===== src/rtl/lsel_pkg.sv =====
package lsel_pkg;
  typedef enum logic {
    SRC_REF  = 1'b0,
    SRC_DATA = 1'b1
  } lock_src_e;
endpackage


===== src/rtl/lsel_density_det.sv =====
module lsel_density_det #(
  parameter int RUN_LIMIT = 60
) (
  input  logic clk_i,
  input  logic rst_ni,
  input  logic bit_i,
  output logic dens_ok_o
);
  localparam int CNT_W = $clog2(RUN_LIMIT + 1);
  localparam logic [CNT_W-1:0] LIMIT = CNT_W'(RUN_LIMIT);

  logic             prev_q;
  logic [CNT_W-1:0] run_q;

  always_ff @(posedge clk_i or negedge rst_ni) begin
    if (!rst_ni) begin
      prev_q <= 1'b0;
      run_q  <= '0;
    end else begin
      prev_q <= bit_i;
      if (bit_i != prev_q)  run_q <= '0;
      else if (run_q != LIMIT) run_q <= run_q + 1'b1;
    end
  end

  assign dens_ok_o = (run_q != LIMIT);
endmodule


===== src/rtl/lsel_decide.sv =====
module lsel_decide
  import lsel_pkg::*;
(
  input  logic clk_i,
  input  logic rst_ni,
  input  logic lvl_ok_i,
  input  logic rng_ok_i,
  input  logic dens_ok_i,
  input  logic chk_en_i,
  input  logic use_local_ni,
  output logic trk_data_o,
  output logic link_fault_no
);
  lock_src_e src_d, src_q;
  logic      checks_ok;
  logic      lfi_q;

  always_comb begin
    checks_ok = chk_en_i ? (lvl_ok_i & rng_ok_i & dens_ok_i) : rng_ok_i;
    src_d     = (use_local_ni && checks_ok) ? SRC_DATA : SRC_REF;
  end

  always_ff @(posedge clk_i or negedge rst_ni) begin
    if (!rst_ni) begin
      src_q <= SRC_REF;
      lfi_q <= 1'b0;
    end else begin
      src_q <= src_d;
      lfi_q <= (src_d == SRC_DATA);
    end
  end

  assign trk_data_o    = (src_q == SRC_DATA);
  assign link_fault_no = lfi_q;
endmodule


===== src/rtl/cdr_lock_sel.sv =====
module cdr_lock_sel #(
  parameter int RUN_LIMIT = 60
) (
  input  logic clk_i,
  input  logic rst_ni,
  input  logic ser_bit_i,
  input  logic lvl_ok_i,
  input  logic rng_ok_i,
  input  logic chk_en_i,
  input  logic use_local_ni,
  output logic trk_data_o,
  output logic link_fault_no
);
  logic dens_ok_w;

  lsel_density_det #(.RUN_LIMIT(RUN_LIMIT)) i_dens (
    .clk_i     (clk_i),
    .rst_ni    (rst_ni),
    .bit_i     (ser_bit_i),
    .dens_ok_o (dens_ok_w)
  );

  lsel_decide i_dec (
    .clk_i         (clk_i),
    .rst_ni        (rst_ni),
    .lvl_ok_i      (lvl_ok_i),
    .rng_ok_i      (rng_ok_i),
    .dens_ok_i     (dens_ok_w),
    .chk_en_i      (chk_en_i),
    .use_local_ni  (use_local_ni),
    .trk_data_o    (trk_data_o),
    .link_fault_no (link_fault_no)
  );
endmodule


===== config.mk =====
export PLATFORM = sky130hd
export DESIGN_NAME = cdr_lock_sel
export DESIGN_NICKNAME = d
export VERILOG_FILES = /design/src/rtl/lsel_pkg.sv /design/src/rtl/lsel_density_det.sv /design/src/rtl/lsel_decide.sv /design/src/rtl/cdr_lock_sel.sv
export SDC_FILE = /design/constraint.sdc
export NUM_CORES = 1
export LEC_CHECK = 0
export CAP_MARGIN = 20
export CORE_AREA = 2 2 39 41
export CTS_CLUSTER_DIAMETER = 40
export DETAILED_ROUTE_END_ITERATION = 8
export DIE_AREA = 0 0 41 43
export PLACE_DENSITY_LB_ADDON = 0.1
export SKIP_CTS_REPAIR_TIMING = 1
export SLEW_MARGIN = 20
export SYNTH_ARGS = -nofsm -noshare
export SYNTH_HDL_FRONTEND = slang
export SYNTH_SLANG_ARGS = --single-unit
export TNS_END_PERCENT = 1

===== constraint.sdc =====
create_clock -name clk_i -period 2.8 [get_ports clk_i]
set_input_delay 0.42 -clock clk_i [delete_from_list [all_inputs] [get_ports clk_i]]
set_output_delay 0.42 -clock clk_i [all_outputs]
set_load 0.005 [all_outputs]

# Yosys cells after proc, flatten, opt, wreduce, memory -nomap -nowiden
# Cells that the tools add are included.
# word_totals
in_bits	7
out_inout_bits	2
reg_bits	8
wordCells	14
# op_classes
add_sub_neg	1
bitwise_logic	2
reduce_logical	2
mux	4
n_eq_ne	2
# ops
op	n
$mux W6	2
$add A6 B1 Y6 const B	1
$ne A6 B6 Y1 const B	1
$and A1 B1 Y1	2
$mux W1	2
$reduce_bool A2 Y1	1
$logic_and A1 B1 Y1	1
$ne A1 B1 Y1	1

# Logic depth before layout (Yosys ltp)
# logic_depth
depth_word	5
ltp_mapped	5
ltp_nobuf	5

# Cells and area by module
# A second synthesis with hierarchy kept.
# hier_totals
cells_unflattened	42
area_unflattened_um2	416.6
# modules_own_cells
module	seq_area_each_um2	cells_per_inst	n_inst	area_per_inst_um2
lsel_density_det	175.2	37	1	367.9
lsel_decide	25.0	5	1	48.8

# Least setup slack after synthesis
# Ideal clock, no wire load.
# synth_timing
path_kind	flip-flop to flip-flop
startpoint	register i_dens.run_q[0]
endpoint	register i_dens.run_q[4]
path_slack_ns	1.676
period_less_slack_ns	1.124
stages_incl_launch_ff	4
required_ns	2.680
setup_ns	0.120
arrival_time_ns	1.003
path_buffers	0
cell_sequence	dfrtp_1 > ha_1 > and3_2 > o211a_1
# synth_between
elab_chain_cells	3
elab_cells_between_ends	5
cone_classes	add/sub (1); eq/ne (1); mux (2); reduce/logical (1)
# synth_lines
item	line_no	text
start, declared	lsel_density_det.sv:13	logic [CNT_W-1:0] run_q;
start signal, assigned	lsel_density_det.sv:22	else if (run_q != LIMIT) run_q <= run_q + 1'b1;
$add A6 B1 Y6	lsel_density_det.sv:22	
$mux W6	lsel_density_det.sv:22	
$mux W6	lsel_density_det.sv:21	if (bit_i != prev_q) run_q <= '0;
# Several ways; a longest one is shown, not always the timed one. The select of a mux whose other input is x is not followed.
# A chain may end at the register's enable or synchronous reset.

==> metrics.yaml <==
critical_path:
  crit_chain: "clkdlybuf4s50_1"
  setup.worst_path.end: "trk_data_o"
  cp-end-kind: "primary output"
  cp_slowest_stage_delay_ns: 0.50
  required_ns: 2.38
  critPathBufInv: 1
  reg2reg_depth: 5
  reg2reg_to: "i_dens.run_q[3]"
  cp.depth: 1
  path_max_fanout: 2
  critPathTopFamily: "buffers and inverters"
  start_kind: "flop"
  rr_startpoint: "i_dens.run_q[0]"
  arrival_ns: 1.10
  crit_start: "i_dec.link_fault_no"
  cp_slowest_cell: "clkdlybuf4s50_1"
  r2r_slack_ns: 1.51
  critPathKind: "reg2out"
clocking:
  clock_latency_ns: 0.26
  htreeDepth: 1
  cts_made_buffers: 3
  cts_sinks: 8
  clockBufferDepth: 2
  cts_tree: "yes"
  root_buffer: "clkbuf_4"
  clk_pin_slew_ns: 0.06
sta:
  fmax_ghz: 0.656
  finalClockSkew_ns: 0.00954
  hold_viol: 0
  drv_slew: 0
  setup-tns-final_ns: 0
  setup_viol: 0
  period_needed_ns: 1.53
  period_share_pct: 54.5
  maxSlewHeadroom_pct: 76.0
  max_slew.worst_pin.slew_ns: 0.358
  rsz0062_at_grt: "false"
synth:
  yosys_warnings: 0
  synth.distinct_cells: 18
  syn_inst: 40
  synthesis.area_um2: 404
  avgSynthCellArea_um2: 10.1
  synth_seq_cells: 8
  yosysSeqAreaShare_pct: 49.5
  syn_nets: 49
die:
  io-pin-count: 9
  rows: 14
  dieArea_mm2: 0.00176
  coreArea_mm2: 0.00138
  die_h_um: 43
  dieWidth_um: 41
  initial_core_util_pct: 29.2
power_and_ir_drop:
  ir_drop_uv: 245
  leakage_nw: 0.230
  powerDensity_mw_per_mm2: 516
layout:
  final_cells: 66
  num_antenna_cells: 0
  areaGrowthSynthToFinish_pct: 28.5
  postLayoutCoreUtil_pct: 37.5
  nets: 61
  final_layout_size_suffix_gt1_share_pct: 12.0
  fill_cells: 150
drt:
  vias: 339
  drt-total-wl_um: 861
  ant_nets: 0
  dr.pass1.iters: 3
  dr.first_iter.drc_count: 5
  via_per_inst: 5.14
  drcViolationCount: 0
  wl_per_cell_um: 13.0
global_route:
  gr-total-overflow: 0
  grt_max_degree: 9
  grt_pass1_vias: 328
  antenna_found_initial: 0
  track_usage_pct: 13.6
  grt_pass1_wl_mm: 1.55
placement:
  hpwl_um: 673
  portBuffers: 8
  place_congestion: 0.738
  placed_cells: 63
outcome:
  outcome: "finished clean"
worst_hold_path:
  hold_class: "in2async"
flow_run:
  maxCapViolCount: 0
==> layout make-up <==
type / instances / area [um^2] / area share (%)
timing repair buffer: 8 / 80.1 / 15.4
clock buffer: 3 / 22.5 / 4.34
multi-input combinational: 29 / 189 / 36.4
inverter: 2 / 7.51 / 1.45
sequential: 8 / 200 / 38.6
tap: 16 / 20.0 / 3.86
==> cells in the final DEF (no fill, tap or decap) <==
cell             instances
nor4_1                   1
o211a_1                  1
nand2_1                  3
clkbuf_4                 3
o21ai_0                  4
and2_1                   1
and3_4                   1
xor2_1                   1
nand3_1                  3
inv_1                    2
a21oi_1                  3
a31oi_1                  3
nor3_1                   2
a211oi_1                 1
ha_1                     2
and3_2                   2
clkdlybuf4s50_1          8
dfrtp_1                  8
xnor2_1                  1
==> metal layers <==
metal	track usage [%]	up-vias	wire [um]
li1	-	169	-
met2	19.7	10	429
met1	16.5	158	384
met5	0	-	0
met3	6.28	2	35
met4	6.00	0	12
==> how the worst min path moves through the flow <==
stage | from | endpoint | cells after the start
global placement | i_dens.run_q[5] | i_dens.run_q[5] | 1
finish | rst_ni | i_dens.run_q[0] | 1
global route | rst_ni | i_dens.run_q[0] | 1
CTS | rst_ni | i_dens.run_q[5] | 1
detailed placement | i_dens.run_q[5] | i_dens.run_q[5] | 1
floorplan | rst_ni | i_dec.link_fault_no | 0
==> synthesized netlist by cell type <==
library cell	number	area share, %
a211oi_1	1	1.9
a21oi_1	3	3.7
a31oi_1	3	4.6
and2_1	1	1.5
and3_2	2	3.7
and3_4	1	2.8
buf_4	1	1.9
dfrtp_1	8	50
ha_1	2	6.2
inv_1	2	1.9
nand2_1	3	2.8
nand3_1	3	3.7
nor3_1	2	2.5
nor4_1	1	1.5
o211a_1	1	2.5
o21ai_0	4	5.0
xnor2_1	1	2.2
xor2_1	1	2.2
==> state kept, by name (all words and copies together) (netlist names) <==
signal / cells
i_dec.link_fault_no: 1
i_dens.run_q: 6
i_dens.prev_q: 1
==> power by group <==
part	leakage, nW	total, mW	internal [mW]	switching, mW
logic	0.110	0.0396	0.0206	0.0190
clock network	0.0138	0.0933	0.0494	0.0439
registers	0.106	0.135	0.124	0.0109
==> logic make-up after synthesis <==
family	Yosys count	share of synthesized area (%)
xor gates and xnor gates	2	4.34
adders and majority gates	2	6.19
buffers and inverters	3	3.72
and+or+nand+nor	13	18.6
DFF	8	49.5
AOI/OAI and AO/OA	12	17.6
==> stage by stage <==
stage / power, mW / setup WS [ns] / hold slack [ns] / cell area [um^2]
2_1_floorplan: 0.155 / 1.68 / 0.124 / 404
3_3_place_gp: 0.174 / 1.32 / 0.499 / 497
3_5_place_dp: 0.176 / 1.22 / 0.513 / 497
4_1_cts: 0.272 / 1.26 / 0.439 / 519
5_1_grt: 0.283 / 1.24 / 0.457 / 519
6_report: 0.268 / 1.28 / 0.429 / 519
Power figures use the tool's default switching activity.
